### config.mk
export PLATFORM = sky130hd
export DESIGN_NAME = ned_sync_detector
export DESIGN_NICKNAME = d
export VERILOG_FILES = /design/src/rtl/ned_pkg.sv /design/src/rtl/ned_correlator.sv /design/src/rtl/ned_datapath.sv /design/src/rtl/ned_control.sv /design/src/rtl/ned_sync_detector.sv
export SDC_FILE = /design/constraint.sdc
export NUM_CORES = 1
export LEC_CHECK = 0
export CORE_AREA = 2 2 255 257
export DETAILED_ROUTE_END_ITERATION = 7
export DIE_AREA = 0 0 257 259
export GPL_ROUTABILITY_DRIVEN = 0
export PLACE_DENSITY = 0.6
export SETUP_SLACK_MARGIN = 0.05
export SKIP_CTS_REPAIR_TIMING = 1
export SYNTH_ARGS = -nofsm -noshare
export SYNTH_HDL_FRONTEND = slang
export SYNTH_SLANG_ARGS = --single-unit
### constraint.sdc
create_clock -name clk -period 12.4 [get_ports clk]
set_input_delay 3.1 -clock clk [delete_from_list [all_inputs] [get_ports clk]]
set_output_delay 3.1 -clock clk [all_outputs]
set_load 0.05 [all_outputs]
### src/rtl/ned_pkg.sv
`timescale 1ns/1ps
package ned_pkg;
  // Strobes from the control FSM to the datapath, one sample at a time.
  typedef struct packed {
    logic shift;      // accept the current sample into the window
    logic wipe;       // empty window and accumulators
    logic addFirst;   // add sample to first-half energy
    logic addSecond;  // add sample to second-half energy
    logic dump;       // zero both half accumulators
  } ned_strobe_t;
endpackage

### src/rtl/ned_correlator.sv
`timescale 1ns/1ps
module ned_correlator #(
  parameter int SAMPLE_W = 6,
  parameter int CODE_LEN = 31,
  parameter logic [CODE_LEN-1:0] CODE_MASK = '1,
  parameter int LAG = 0,
  parameter int WIN_LEN = 2 * CODE_LEN,
  parameter int CORR_W = 11
) (
  input  logic [WIN_LEN*SAMPLE_W-1:0] taps,
  output logic [CORR_W-1:0]           score
);
  // Tap k looks at delay 2k+LAG and belongs to element CODE_LEN-1-k.
  always_comb begin
    score = '0;
    for (int k = 0; k < CODE_LEN; k++) begin
      if (CODE_MASK[CODE_LEN-1-k])
        score = score + CORR_W'(taps[(2*k+LAG)*SAMPLE_W +: SAMPLE_W]);
    end
  end
endmodule

### src/rtl/ned_datapath.sv
`timescale 1ns/1ps
module ned_datapath
  import ned_pkg::*;
#(
  parameter int SAMPLE_W = 6,
  parameter int CODE_LEN = 31,
  parameter logic [CODE_LEN-1:0] CODE_MASK = '1,
  parameter int SYM_LEN = 64,
  parameter int CORR_W = 11
) (
  input  logic                clk,
  input  logic                rst_n,
  input  ned_strobe_t         stb,
  input  logic [SAMPLE_W-1:0] sample,
  output logic [CORR_W-1:0]   scoreEarly,
  output logic [CORR_W-1:0]   scoreLate,
  output logic                firstWins
);
  localparam int WIN_LEN = 2 * CODE_LEN;
  localparam int HALF    = SYM_LEN / 2;
  localparam int ACC_W   = $clog2(HALF * ((1 << SAMPLE_W) - 1) + 1);

  logic [SAMPLE_W-1:0] win [WIN_LEN];
  logic [WIN_LEN*SAMPLE_W-1:0] winNext;
  logic [ACC_W-1:0] accFirst, accSecond;
  logic [CORR_W-1:0] scores [2];

  // Window including the sample on the input this cycle.
  assign winNext[SAMPLE_W-1:0] = sample;
  for (genvar g = 1; g < WIN_LEN; g++) begin : g_flat
    assign winNext[g*SAMPLE_W +: SAMPLE_W] = win[g-1];
  end

  for (genvar c = 0; c < 2; c++) begin : g_corr
    ned_correlator #(
      .SAMPLE_W(SAMPLE_W), .CODE_LEN(CODE_LEN), .CODE_MASK(CODE_MASK),
      .LAG(c), .WIN_LEN(WIN_LEN), .CORR_W(CORR_W)
    ) u_corr (
      .taps(winNext),
      .score(scores[c])
    );
  end
  assign scoreEarly = scores[0];
  assign scoreLate  = scores[1];

  always_ff @(posedge clk or negedge rst_n) begin
    if (!rst_n) begin
      for (int i = 0; i < WIN_LEN; i++) win[i] <= '0;
    end else if (stb.wipe) begin
      for (int i = 0; i < WIN_LEN; i++) win[i] <= '0;
    end else if (stb.shift) begin
      win[0] <= sample;
      for (int i = 1; i < WIN_LEN; i++) win[i] <= win[i-1];
    end
  end

  always_ff @(posedge clk or negedge rst_n) begin
    if (!rst_n) begin
      accFirst  <= '0;
      accSecond <= '0;
    end else if (stb.wipe || stb.dump) begin
      accFirst  <= '0;
      accSecond <= '0;
    end else begin
      if (stb.addFirst)  accFirst  <= accFirst  + ACC_W'(sample);
      if (stb.addSecond) accSecond <= accSecond + ACC_W'(sample);
    end
  end

  // Second half still lacks the sample arriving at symbol end.
  assign firstWins = (ACC_W+1)'(accFirst) >
                     ((ACC_W+1)'(accSecond) + (ACC_W+1)'(sample));
endmodule

### src/rtl/ned_control.sv
`timescale 1ns/1ps
module ned_control
  import ned_pkg::*;
#(
  parameter int CODE_LEN = 31,
  parameter int SYM_LEN = 64,
  parameter int LOCK_HITS = 3,
  parameter int CNT_W = 16,
  parameter int CORR_W = 11
) (
  input  logic              clk,
  input  logic              rst_n,
  input  logic              clear,
  input  logic              sampleValid,
  input  logic [CORR_W-1:0] threshold,
  input  logic [CORR_W-1:0] scoreEarly,
  input  logic [CORR_W-1:0] scoreLate,
  input  logic              firstWins,
  output ned_strobe_t       stb,
  output logic              locked,
  output logic              bitValid,
  output logic              bitOut,
  output logic [CNT_W-1:0]  bitCount
);
  localparam int WIN_LEN = 2 * CODE_LEN;
  localparam int HALF    = SYM_LEN / 2;
  localparam int PH_W    = $clog2(WIN_LEN);
  localparam int IDX_W   = $clog2(SYM_LEN);
  localparam int HIT_W   = $clog2(LOCK_HITS + 1);

  logic [PH_W-1:0]  phase, candPhase;
  logic             cand;
  logic [HIT_W-1:0] hits;
  logic [IDX_W-1:0] symIdx;

  logic accept, evalPt, hit, atCand, lockNow, symEnd;

  always_comb begin
    accept  = sampleValid && !clear;
    evalPt  = accept && phase[0];
    hit     = (scoreEarly > threshold) || (scoreLate > threshold);
    atCand  = cand && (phase == candPhase);
    lockNow = !locked && evalPt && atCand && hit &&
              (hits == HIT_W'(LOCK_HITS - 1));
    symEnd  = accept && locked && (symIdx == IDX_W'(SYM_LEN - 1));

    stb.wipe      = clear;
    stb.shift     = accept;
    stb.addFirst  = accept && locked && !symEnd && (symIdx <  IDX_W'(HALF));
    stb.addSecond = accept && locked && !symEnd && (symIdx >= IDX_W'(HALF));
    stb.dump      = symEnd || lockNow;
  end

  always_ff @(posedge clk or negedge rst_n) begin
    if (!rst_n) begin
      phase <= '0; candPhase <= '0; cand <= 1'b0; hits <= '0;
      locked <= 1'b0; symIdx <= '0;
      bitValid <= 1'b0; bitOut <= 1'b0; bitCount <= '0;
    end else if (clear) begin
      phase <= '0; candPhase <= '0; cand <= 1'b0; hits <= '0;
      locked <= 1'b0; symIdx <= '0;
      bitValid <= 1'b0; bitOut <= 1'b0; bitCount <= '0;
    end else begin
      bitValid <= 1'b0;
      if (accept) begin
        phase <= (phase == PH_W'(WIN_LEN - 1)) ? '0 : phase + 1'b1;
        if (!locked) begin
          if (evalPt) begin
            if (!cand) begin
              if (hit) begin
                cand      <= 1'b1;
                candPhase <= phase;
                hits      <= HIT_W'(1);
              end
            end else if (atCand) begin
              if (lockNow) begin
                locked <= 1'b1;
                cand   <= 1'b0;
                hits   <= '0;
                symIdx <= (scoreLate > scoreEarly) ? IDX_W'(1) : '0;
              end else if (hit) begin
                hits <= hits + 1'b1;
              end else begin
                cand <= 1'b0;
                hits <= '0;
              end
            end
          end
        end else if (symEnd) begin
          bitOut   <= firstWins;
          bitValid <= 1'b1;
          bitCount <= bitCount + 1'b1;
          symIdx   <= '0;
        end else begin
          symIdx <= symIdx + 1'b1;
        end
      end
    end
  end
endmodule

### src/rtl/ned_sync_detector.sv
`timescale 1ns/1ps
module ned_sync_detector
  import ned_pkg::*;
#(
  parameter int SAMPLE_W = 6,
  parameter int CODE_LEN = 31,
  parameter logic [CODE_LEN-1:0] CODE_MASK = 31'b1010111000110110100100001111011,
  parameter int SYM_LEN = 64,
  parameter int LOCK_HITS = 3,
  parameter int CNT_W = 16,
  localparam int CORR_W = $clog2(CODE_LEN * ((1 << SAMPLE_W) - 1) + 1)
) (
  input  logic                clk,
  input  logic                rst_n,
  input  logic                clear,
  input  logic                sampleValid,
  input  logic [SAMPLE_W-1:0] sample,
  input  logic [CORR_W-1:0]   threshold,
  output logic                locked,
  output logic                bitValid,
  output logic                bitOut,
  output logic [CNT_W-1:0]    bitCount
);
  ned_strobe_t       stb;
  logic [CORR_W-1:0] scoreEarly, scoreLate;
  logic              firstWins;

  ned_datapath #(
    .SAMPLE_W(SAMPLE_W), .CODE_LEN(CODE_LEN), .CODE_MASK(CODE_MASK),
    .SYM_LEN(SYM_LEN), .CORR_W(CORR_W)
  ) u_dp (
    .clk(clk), .rst_n(rst_n), .stb(stb), .sample(sample),
    .scoreEarly(scoreEarly), .scoreLate(scoreLate), .firstWins(firstWins)
  );

  ned_control #(
    .CODE_LEN(CODE_LEN), .SYM_LEN(SYM_LEN), .LOCK_HITS(LOCK_HITS),
    .CNT_W(CNT_W), .CORR_W(CORR_W)
  ) u_ctl (
    .clk(clk), .rst_n(rst_n), .clear(clear), .sampleValid(sampleValid),
    .threshold(threshold), .scoreEarly(scoreEarly), .scoreLate(scoreLate),
    .firstWins(firstWins), .stb(stb), .locked(locked), .bitValid(bitValid),
    .bitOut(bitOut), .bitCount(bitCount)
  );
endmodule

==> run_results.csv, run 1 <==
group,metric,value,unit
run_status,status,"complete, no violations",
hold_path,hold_class,"reg2reg",
synthesis,yosysWarnings,0,
sta,tns,0,ns
drt,vias,15200,
synthesis,synth-seq-cells,428,
job,timing.max_cap.violations,0,
drt,routedWlPerCell,15.5,um
clock_network,ctsHtreeMaxLevel,2,
layout,multi_input_area,12200,sq um
synthesis,synth_top_area_cell,"dfrtp_1",
critical_path,worst-path-max-fanout,22,
synthesis,synth_area,24600,sq um
global_route,grt_pass1_vias,16000,
synthesis,synth-edff-count,0,
pwr,clkPwrFrac,46.9,%
critical_path,cp.arrival,10.92,ns
critical_path,cp-end-kind,"flip-flop",
drt,ant_nets,0,
synthesis,synth.net_count,2571,
sta,period_share,84.8,%
drt,wl_met3,1.66,mm
synthesis,yosys-top-cells-area,"dfrtp_1 43%, mux2i_1 15%, fa_1 14%, nor2_1 6.7%, inv_1 5.4%",
layout,instances_no_fill,3172,
sta,worst_pin_slew,1.20,ns
sta,fin_crit,10.51,ns
clock_network,clockBufferDepth,3,
synthesis,synthCells,2276,
pwr,p_switching,688,uW
layout,regArea,10700,sq um
drt,top_layer_used,"met4",
pwr,seqPwrFrac,47.4,%
layout,area_growth,11.0,%
sta,rsz0062_at_grt,"false",
placed_design,numPortBuffers,39,
drt,totalWireLength,49.3,mm
global_route,grt_pass1_wl,83.9,mm
sta,hold_ws,0.494,ns
pwr,netSwitchingFraction,23.2,%
sta,slew_viol_final,0,
global_route,grt_start_max_net_pins,172,
floorplan,die_area,66600,sq um
floorplan,io_pins,40,
layout,n_antenna_cell,0,
clock_network,clkTransAtPathRegs,0.06,ns
placed_design,dpl.cell_count,3088,
floorplan,coreArea,63900,sq um
global_route,grt.total_usage,15.4,%
pwr,power.density,108,nW/um^2
synthesis,async_flop_share,100,%
floorplan,die_y,259,um
floorplan,die-width,257,um
synthesis,ys.flop_type,"dfrtp_1",
synthesis,synth_top_area_share,43.5,%
pwr,combPwrFrac,5.7,%
layout,drive_above_1_share,4.10,%
pwr,ir_drop,84.9,uV
drt,met2_wirelength,22.8,mm
synthesis,synth_cell_types,60,
drt,vias_per_cell,4.78,
sta,fmax,95.1,MHz
layout,final_util,42.8,%
sta,hold_viol,0,
clock_network,cts_root_buf,"clkbuf_16",
clock_network,cts_tree,"yes",
synthesis,synth_common_cells,"437 x nor2_1, 428 x dfrtp_1, 376 x mux2i_1",
pwr,leakagePower,13.9,nW
critical_path,startpoint_type,"input pin",
clock_network,cts.sink_count,428,
drt,drt-met1-wl,23.8,mm
layout,nFillCells,6040,
critical_path,required,12.81,ns
drt,drt-pass1-iter-count,7,
drt,drc_errors,0,
synthesis,yosys.cell_count.top_type,"nor2_1",
clock_network,clk-insertion-delay-late,0.57,ns
global_route,antenna_found_initial,0,
sta,setup_violations,0,
synthesis,ys_seq_area_share,43.5,%
synthesis,syn_avg_cell_area,10.8,sq um
sta,relSlewSlack,19.8,%
critical_path,path_class,"in2reg",
global_route,gr-total-overflow,0,
drt,drtIter0Drc,1021,
clock_network,numCtsBuffers,46,
pwr,finalPower,2.97,mW
floorplan,initial_core_util,38.6,%
floorplan,num_rows,93,
placed_design,dpl.hpwl,34.6,mm
sta,finClkSkew,0.0156,ns
layout,nets,2576,
pwr,intPower,2.28,mW
[state kept, by name, summed over array words and instances, names as in the netlist, 2 cells and up]
name	cells
u_dp.accFirst	11
u_ctl.hits	2
u_ctl.bitCount	16
u_ctl.candPhase	6
u_ctl.phase	6
u_ctl.symIdx	6
u_dp.win	366
u_dp.accSecond	11
[cells by family (layout without fill, tap and decap cells)]
family / count (synthesis) / count (layout) / share of synthesized area, %
compound gates: 120 / 120 / 3.21
xor+xnor: 55 / 55 / 1.99
mux: 377 / 377 / 15.3
simple gates: 577 / 577 / 9.78
fa+ha+maj: 274 / 274 / 19.2
buf+inv: 445 / 486 / 7.03
flops: 428 / 428 / 43.5
[worst max-delay path, cell delays in order]
cell,delay [ns]
clkdlybuf4s50_1,0.61
inv_1,0.11
fa_1,0.54
inv_1,0.05
fa_1,0.50
fa_1,0.52
fa_1,0.53
fa_1,0.56
inv_1,0.06
fa_1,0.59
inv_1,0.06
ha_1,0.28
a21o_1,0.17
a21oi_1,0.22
nand2b_1,0.14
a21boi_0,0.11
o41a_1,0.38
xor2_1,0.16
ha_1,0.32
nand4_1,0.17
a211oi_1,0.36
a2111oi_2,0.13
o22a_1,0.29
a21oi_2,0.84
nor2_1,0.12
[layer usage]
| metal | global-route usage (%) | up-vias |
|---|---|---|
| li1 | - | 7260 |
| met1 | 22.0 | 7608 |
| met2 | 24.6 | 224 |
| met3 | 2.28 | 64 |
| met4 | 3.92 | 0 |
| met5 | 0 | - |
[stage by stage]
step,area (sq um),worst slack [ns]
finish,27400,1.89
global route,27400,1.44
CTS,27400,1.84
detailed placement,25800,1.24
global placement,25800,1.46
floorplan,24600,2.97
[path summary, 6_finish.rpt]
path,from,to,slack [ns],cells after the start
worst max-delay path,sample[3],u_dp.accFirst[5],1.89,25
worst min-delay path,u_ctl.candPhase[0],u_ctl.candPhase[0],0.49,1
worst max register to register,u_dp.win[80],u_dp.accFirst[5],4.40,26
worst min register to register,u_ctl.candPhase[0],u_ctl.candPhase[0],0.49,1
max in group asynchronous,rst_n,u_dp.win[161],7.52,3
min in group asynchronous,rst_n,u_dp.win[276],2.57,1
[cells in the final DEF, fill, tap and decap left out, drive strengths merged, types with 5 or more instances in the layout]
cell / count
nor2: 437
dfrtp: 428
mux2i: 376
inv: 355
fa: 174
ha: 100
clkbuf: 69
nand2: 45
clkdlybuf4s50: 36
o21ai: 34
xnor2: 31
a21oi: 27
xor2: 24
nand3: 18
nand4: 15
buf: 13
a21o: 12
nor3: 12
clkinv: 10
nor2b: 9
a211oi: 9
a21boi: 7
nand2b: 7
and3: 6
o211ai: 5
nand3b: 5
or3: 5
o22ai: 5
[final cells by class]
class | instances | share of cell area, %
Inverter | 353 | 4.84
Clock inverter | 15 | 0.631
Multi-Input combinational cell | 1403 | 44.6
Timing Repair Buffer | 49 | 1.89
Sequential cell | 428 | 39.2
Tap cell | 855 | 3.91
Clock buffer | 69 | 4.97
[power by group through the flow]
stage / combinational, mW / clock, mW / sequential (mW)
after CTS: 0.172 / 1.44 / 1.40
after floorplan: 0.110 / 0 / 1.43
after detailed placement: 0.171 / 0 / 1.43
final: 0.169 / 1.39 / 1.40
after global routing: 0.190 / 1.50 / 1.40
after global placement: 0.168 / 0 / 1.43
(Power assumes the default switching activity.)
==> run 2: changes to the inputs <==
--- a/config.mk
+++ b/config.mk
@@ -9,7 +9,7 @@
 export DETAILED_ROUTE_END_ITERATION = 7
 export DIE_AREA = 0 0 257 259
 export GPL_ROUTABILITY_DRIVEN = 0
-export PLACE_DENSITY = 0.6
+export PLACE_DENSITY = 0.62
 export SETUP_SLACK_MARGIN = 0.05
 export SKIP_CTS_REPAIR_TIMING = 1
 export SYNTH_ARGS = -nofsm -noshare
==> constraint.sdc (replaced) <==
create_clock -name clk -period 8.56 [get_ports clk]
set_input_delay 2.14 -clock clk [delete_from_list [all_inputs] [get_ports clk]]
set_output_delay 2.14 -clock clk [all_outputs]
set_load 0.05 [all_outputs]
==> run 2 against run 1 <==
Critical path depth is 2 higher. Sequential cell count unchanged. Core utilization grew 0.75 points. Global-route usage down 0.061 points. Sequential power rose by 45%. Via count rose by 1.8%. Non-clock buffer count increased by 28. Die area unchanged. Final cell count grew 0.95%. Sequential share of layout area shrank 0.67 points. Setup slack got worse by 1.6 ns. Clock skew grew 0.00071 ns. Critical path type unchanged. Largest cell class unchanged. Highest routed layer unchanged.
==> run_results.csv, run 2 (synthesized netlist as in run 1, its figures left out) <==
group,metric,value,unit
run_status,status,"complete, no violations",
pwr,p_switching,1.02,mW
job,timing.max_cap.violations,0,
clock_network,cts_root_buf,"clkbuf_16",
layout,mostFrequentLayoutCells,"437 x nor2_1, 428 x dfrtp_1, 376 x mux2i_1",
sta,setup_violations,0,
sta,finClkSkew,0.0163,ns
sta,hold_viol,0,
critical_path,cp-end-kind,"flip-flop",
clock_network,clk-insertion-delay-late,0.58,ns
drt,routedWlPerCell,15.7,um
clock_network,cts_tree,"yes",
placed_design,dpl.hpwl,35.2,mm
floorplan,coreArea,63900,sq um
floorplan,initial_core_util,38.6,%
drt,vias,15400,
floorplan,io_pins,40,
layout,n_antenna_cell,0,
sta,relSlewSlack,26.0,%
sta,worst_slack,0.287,ns
layout,final_common_cell,"nor2_1",
drt,drtIter0Drc,1107,
drt,drc_errors,0,
clock_network,numCtsBuffers,47,
drt,totalWireLength,50.2,mm
pwr,netSwitchingFraction,22.9,%
critical_path,startpoint_type,"input pin",
drt,drt-pass1-iter-count,5,
global_route,grt.total_usage,15.3,%
critical_path,cp.arrival,8.73,ns
pwr,ir_drop,130,uV
pwr,power.density,160,nW/um^2
floorplan,die-width,257,um
sta,hold_ws,0.505,ns
sta,period_share,96.6,%
pwr,leakagePower,14.1,nW
pwr,intPower,3.43,mW
drt,ant_nets,0,
layout,nets,2605,
global_route,grt_pass1_vias,15900,
clock_network,cts.sink_count,428,
sta,tns,0,ns
sta,slew_viol_final,0,
sta,fin_crit,8.27,ns
sta,fmax,121,MHz
pwr,clkPwrFrac,48.6,%
placed_design,dpl.cell_count,3112,
global_route,antenna_found_initial,0,
pwr,combPwrFrac,5.8,%
global_route,grt_start_max_net_pins,150,
clock_network,ctsHtreeMaxLevel,2,
hold_path,hold_class,"reg2reg",
placed_design,pre_cts_slack,-1.04,ns
layout,instances_no_fill,3202,
sta,worst_pin_slew,1.11,ns
floorplan,die_y,259,um
layout,drive_above_1_share,6.26,%
layout,regMostFlops,"u_dp.win",
layout,area_growth,12.9,%
floorplan,die_area,66600,sq um
critical_path,path_class,"in2reg",
floorplan,num_rows,93,
global_route,gr-total-overflow,0,
clock_network,clockBufferDepth,3,
drt,vias_per_cell,4.82,
clock_network,clkTransAtPathRegs,0.06,ns
critical_path,required,9.02,ns
pwr,seqPwrFrac,45.6,%
layout,top_regs,"u_dp.win (366), u_ctl.bitCount (16)",
layout,design_area,27800,sq um
critical_path,worst-path-max-fanout,6,
placed_design,placed_area,26000,sq um
layout,largest_reg_flops,366,
global_route,grt_pass1_wl,83.2,mm
placed_design,numPortBuffers,39,
sta,rsz0062_at_grt,"false",
[run 2: cell type report]
class / count / area [sq um]
Sequential cell: 428 / 10700
Tap cell: 855 / 1070
Multi-Input combinational cell: 1403 / 12300
Timing Repair Buffer: 77 / 774
Clock inverter: 24 / 322
Clock buffer: 62 / 1340
Inverter: 353 / 1330
Fill cell: 5961 / 36100
[run 2: stage by stage]
stage | util, % | power, mW
6_report | 43.6 | 4.45
5_1_grt | 43.6 | 4.63
4_1_cts | 43.3 | 4.51
3_5_place_dp | 40.7 | 2.33
3_3_place_gp | 40.7 | 2.32
2_1_floorplan | - | 2.23
[run 2: worst max-delay path, cell delays in order]
cell       delay, ns
buf_4           0.11
inv_2           0.04
fa_1            0.52
inv_1           0.05
fa_1            0.53
fa_1            0.44
fa_1            0.49
fa_1            0.54
inv_1           0.05
fa_1            0.55
inv_1           0.05
ha_1            0.29
a21o_1          0.18
a21oi_4         0.14
nand2b_4        0.13
a21boi_1        0.08
o41a_1          0.41
xor2_1          0.16
ha_1            0.33
nand4_1         0.17
nor3_2          0.06
buf_4           0.14
or3_1           0.31
o22a_2          0.27
a21oi_4         0.26
clkbuf_16       0.21
nor2_1          0.05
[run 2: final timing paths]
path	slack (ns)	start	depth (start not counted)	endpoint
max in group asynchronous	5.58	rst_n	2	u_dp.accFirst[4]
worst max register to register	1.01	u_dp.win[80]	26	u_ctl.hits[1]
worst min register to register	0.51	u_ctl.candPhase[0]	1	u_ctl.candPhase[0]
min in group asynchronous	1.65	rst_n	1	u_dp.win[264]
worst max-delay path	0.29	sample[3]	27	u_dp.accSecond[2]
worst min-delay path	0.51	u_ctl.candPhase[0]	1	u_ctl.candPhase[0]
[run 2: routing by layer]
layer	up-vias	GRT usage, %	routed length, um
li1	7319	-	-
met1	7757	21.1	23200
met2	252	24.7	23500
met3	96	2.36	1930
met4	0	5.30	1580
met5	-	0	0
[run 2: power by group through the flow]
stage	Sequential, mW	Clock, mW	Combinational [mW]
2_1_floorplan	2.07	0	0.159
6_report	2.03	2.16	0.258
3_5_place_dp	2.07	0	0.257
5_1_grt	2.03	2.31	0.286
3_3_place_gp	2.07	0	0.251
4_1_cts	2.03	2.22	0.258
==> run 3: changes to the inputs <==
--- a/config.mk
+++ b/config.mk
@@ -8,10 +8,11 @@
 export CORE_AREA = 2 2 255 257
 export DETAILED_ROUTE_END_ITERATION = 7
 export DIE_AREA = 0 0 257 259
-export GPL_ROUTABILITY_DRIVEN = 0
+export GPL_ROUTABILITY_DRIVEN = 1
 export PLACE_DENSITY = 0.62
 export SETUP_SLACK_MARGIN = 0.05
 export SKIP_CTS_REPAIR_TIMING = 1
+export SKIP_LAST_GASP = 1
 export SYNTH_ARGS = -nofsm -noshare
 export SYNTH_HDL_FRONTEND = slang
 export SYNTH_SLANG_ARGS = --single-unit
==> run 3 against run 2 <==
Core utilization down 0.18 points. Final cell count about the same. Cell area down 0.41%. Die area unchanged. Power down 4.4%. Highest routed layer unchanged. Setup slack worse by 0.057 ns. Register-to-register slack worse by 0.33 ns. Largest power group is now sequential cells.
==> run_results.csv, run 3 (synthesized netlist as in run 1, its figures left out) <==
group,metric,value,unit
placed_design,numPortBuffers,39,
drt,drt-pass1-iter-count,4,
clock_network,clockBufferDepth,3,
layout,area_growth,12.5,%
placed_design,gp_congestion,0.872,
critical_path,slowest_stage,"fa_1",
sta,worst_slack,0.230,ns
critical_path,worst-path-max-fanout,6,
critical_path,path_class,"in2reg",
global_route,gr-total-overflow,0,
clock_network,cts_tree,"yes",
critical_path,startpoint_type,"input pin",
global_route,antenna_found_initial,0,
clock_network,clk-insertion-delay-late,0.59,ns
floorplan,num_rows,93,
critical_path,max_stage_delay,0.57,ns
layout,nets,2612,
drt,vias_per_cell,4.78,
placed_design,placed_area,26000,sq um
clock_network,numCtsBuffers,47,
critical_path,critPathBufInv,7,
drt,totalWireLength,51.1,mm
drt,drtIter0Drc,910,
critical_path,required,9.02,ns
sta,fmax,120,MHz
global_route,grt_pass1_vias,15900,
hold_path,hold_end,"u_ctl.bitOut",
pwr,ir_drop,147,uV
global_route,grt_pass1_wl,84.7,mm
floorplan,die_area,66600,sq um
critical_path,cp-end-kind,"flip-flop",
pwr,leakagePower,14.1,nW
drt,ant_nets,0,
placed_design,dpl.hpwl,36.3,mm
layout,nFillCells,6015,
layout,final_util,43.4,%
clock_network,cts_root_buf,"clkbuf_16",
clock_network,ctsHtreeMaxLevel,2,
layout,mostFrequentLayoutCells,"437 x nor2_1, 428 x dfrtp_1, 376 x mux2i_1",
drt,routedWlPerCell,15.9,um
floorplan,die_y,259,um
sta,fin_crit,8.33,ns
sta,relSlewSlack,23.9,%
critical_path,r2r_start,"u_dp.win[80]",
floorplan,io_pins,40,
floorplan,die-width,257,um
hold_path,hold_depth,1,
floorplan,initial_core_util,38.6,%
critical_path,rrSetupSlack,0.68,ns
critical_path,crit_path_start,"sample[2]",
drt,vias,15300,
layout,top_regs,"u_dp.win (366), u_ctl.bitCount (16)",
critical_path,reg2regPathDepth,26,
layout,regMostFlops,"u_dp.win",
hold_path,hold_class,"reg2reg",
clock_network,clkTransAtPathRegs,0.06,ns
sta,slew_viol_final,0,
floorplan,coreArea,63900,sq um
sta,period_share,97.3,%
layout,drive_above_1_share,6.04,%
sta,finClkSkew,0.0186,ns
sta,hold_viol,0,
layout,final_common_cell,"nor2_1",
critical_path,r2r_end,"u_ctl.hits[1]",
global_route,grt_start_max_net_pins,144,
pwr,power.density,154,nW/um^2
layout,design_area,27700,sq um
run_status,status,"complete, no violations",
critical_path,cp.arrival,8.79,ns
placed_design,pre_cts_slack,-1.02,ns
layout,n_antenna_cell,0,
critical_path,cp_common_cell,"fa_1",
critical_path,critical_path.top_delay_family,"adder cells",
hold_path,min_from,"u_ctl.bitOut",
clock_network,cts.sink_count,428,
job,timing.max_cap.violations,0,
layout,largest_reg_flops,366,
drt,drc_errors,0,
sta,setup_violations,0,
global_route,grt.total_usage,15.7,%
sta,worst_pin_slew,1.14,ns
run 3: changes by cell type in the layout (fill, tap and decap cells not counted), sizes merged:
cell and change:
clkbuf +11, clkinv -4, bufinv -6, clkinvlp -3, buf +5
run 3: cell type report:
type | instances | area [sq um] | area share, %
well taps | 855 | 1070 | 3.86
repair buffers | 84 | 801 | 2.89
flip-flops and latches | 428 | 10700 | 38.6
clock inverters | 11 | 128 | 0.460
inverters | 353 | 1330 | 4.78
multi-input cells | 1403 | 12300 | 44.4
clock buffers | 71 | 1370 | 4.93
run 3: per-layer routing:
| layer | GRT usage, % | vias up | share of wire, % |
|---|---|---|---|
| li1 | - | 7337 | - |
| met1 | 21.6 | 7712 | 47 |
| met2 | 25.9 | 203 | 48 |
| met3 | 2.23 | 81 | 3.1 |
| met4 | 4.54 | 0 | 2.6 |
| met5 | 0 | - | 0 |
run 3: per-stage QoR:
stage / setup TNS [ns] / std cells / hold WS (ns) / total power [mW]
floorplan: 0 / 2276 / 0.454 / 2.23
global placement: -31.91 / 3118 / 0.469 / 2.32
detailed placement: -35.02 / 3118 / 0.489 / 2.33
CTS: -12.43 / 3200 / 0.504 / 4.32
global route: -0.0787 / 3205 / 0.534 / 4.43
finish: 0 / 3205 / 0.495 / 4.26
run 3: power by group:
part           internal, mW  switching (mW)
combinational        0.0880           0.169
sequential             2.03         0.00609
clock                  1.13           0.830
total                  3.25            1.01
run 3: worst max-delay path by stage:
stage                               to  slack, ns  depth (start not counted)
finish               u_dp.accSecond[0]       0.23                         27
global route         u_dp.accSecond[0]      -0.02                         27
CTS                 u_ctl.candPhase[4]      -0.43                         27
detailed placement  u_ctl.candPhase[2]      -1.02                         27
global placement    u_ctl.candPhase[3]      -0.93                         27
floorplan                u_ctl.hits[1]       0.09                         23
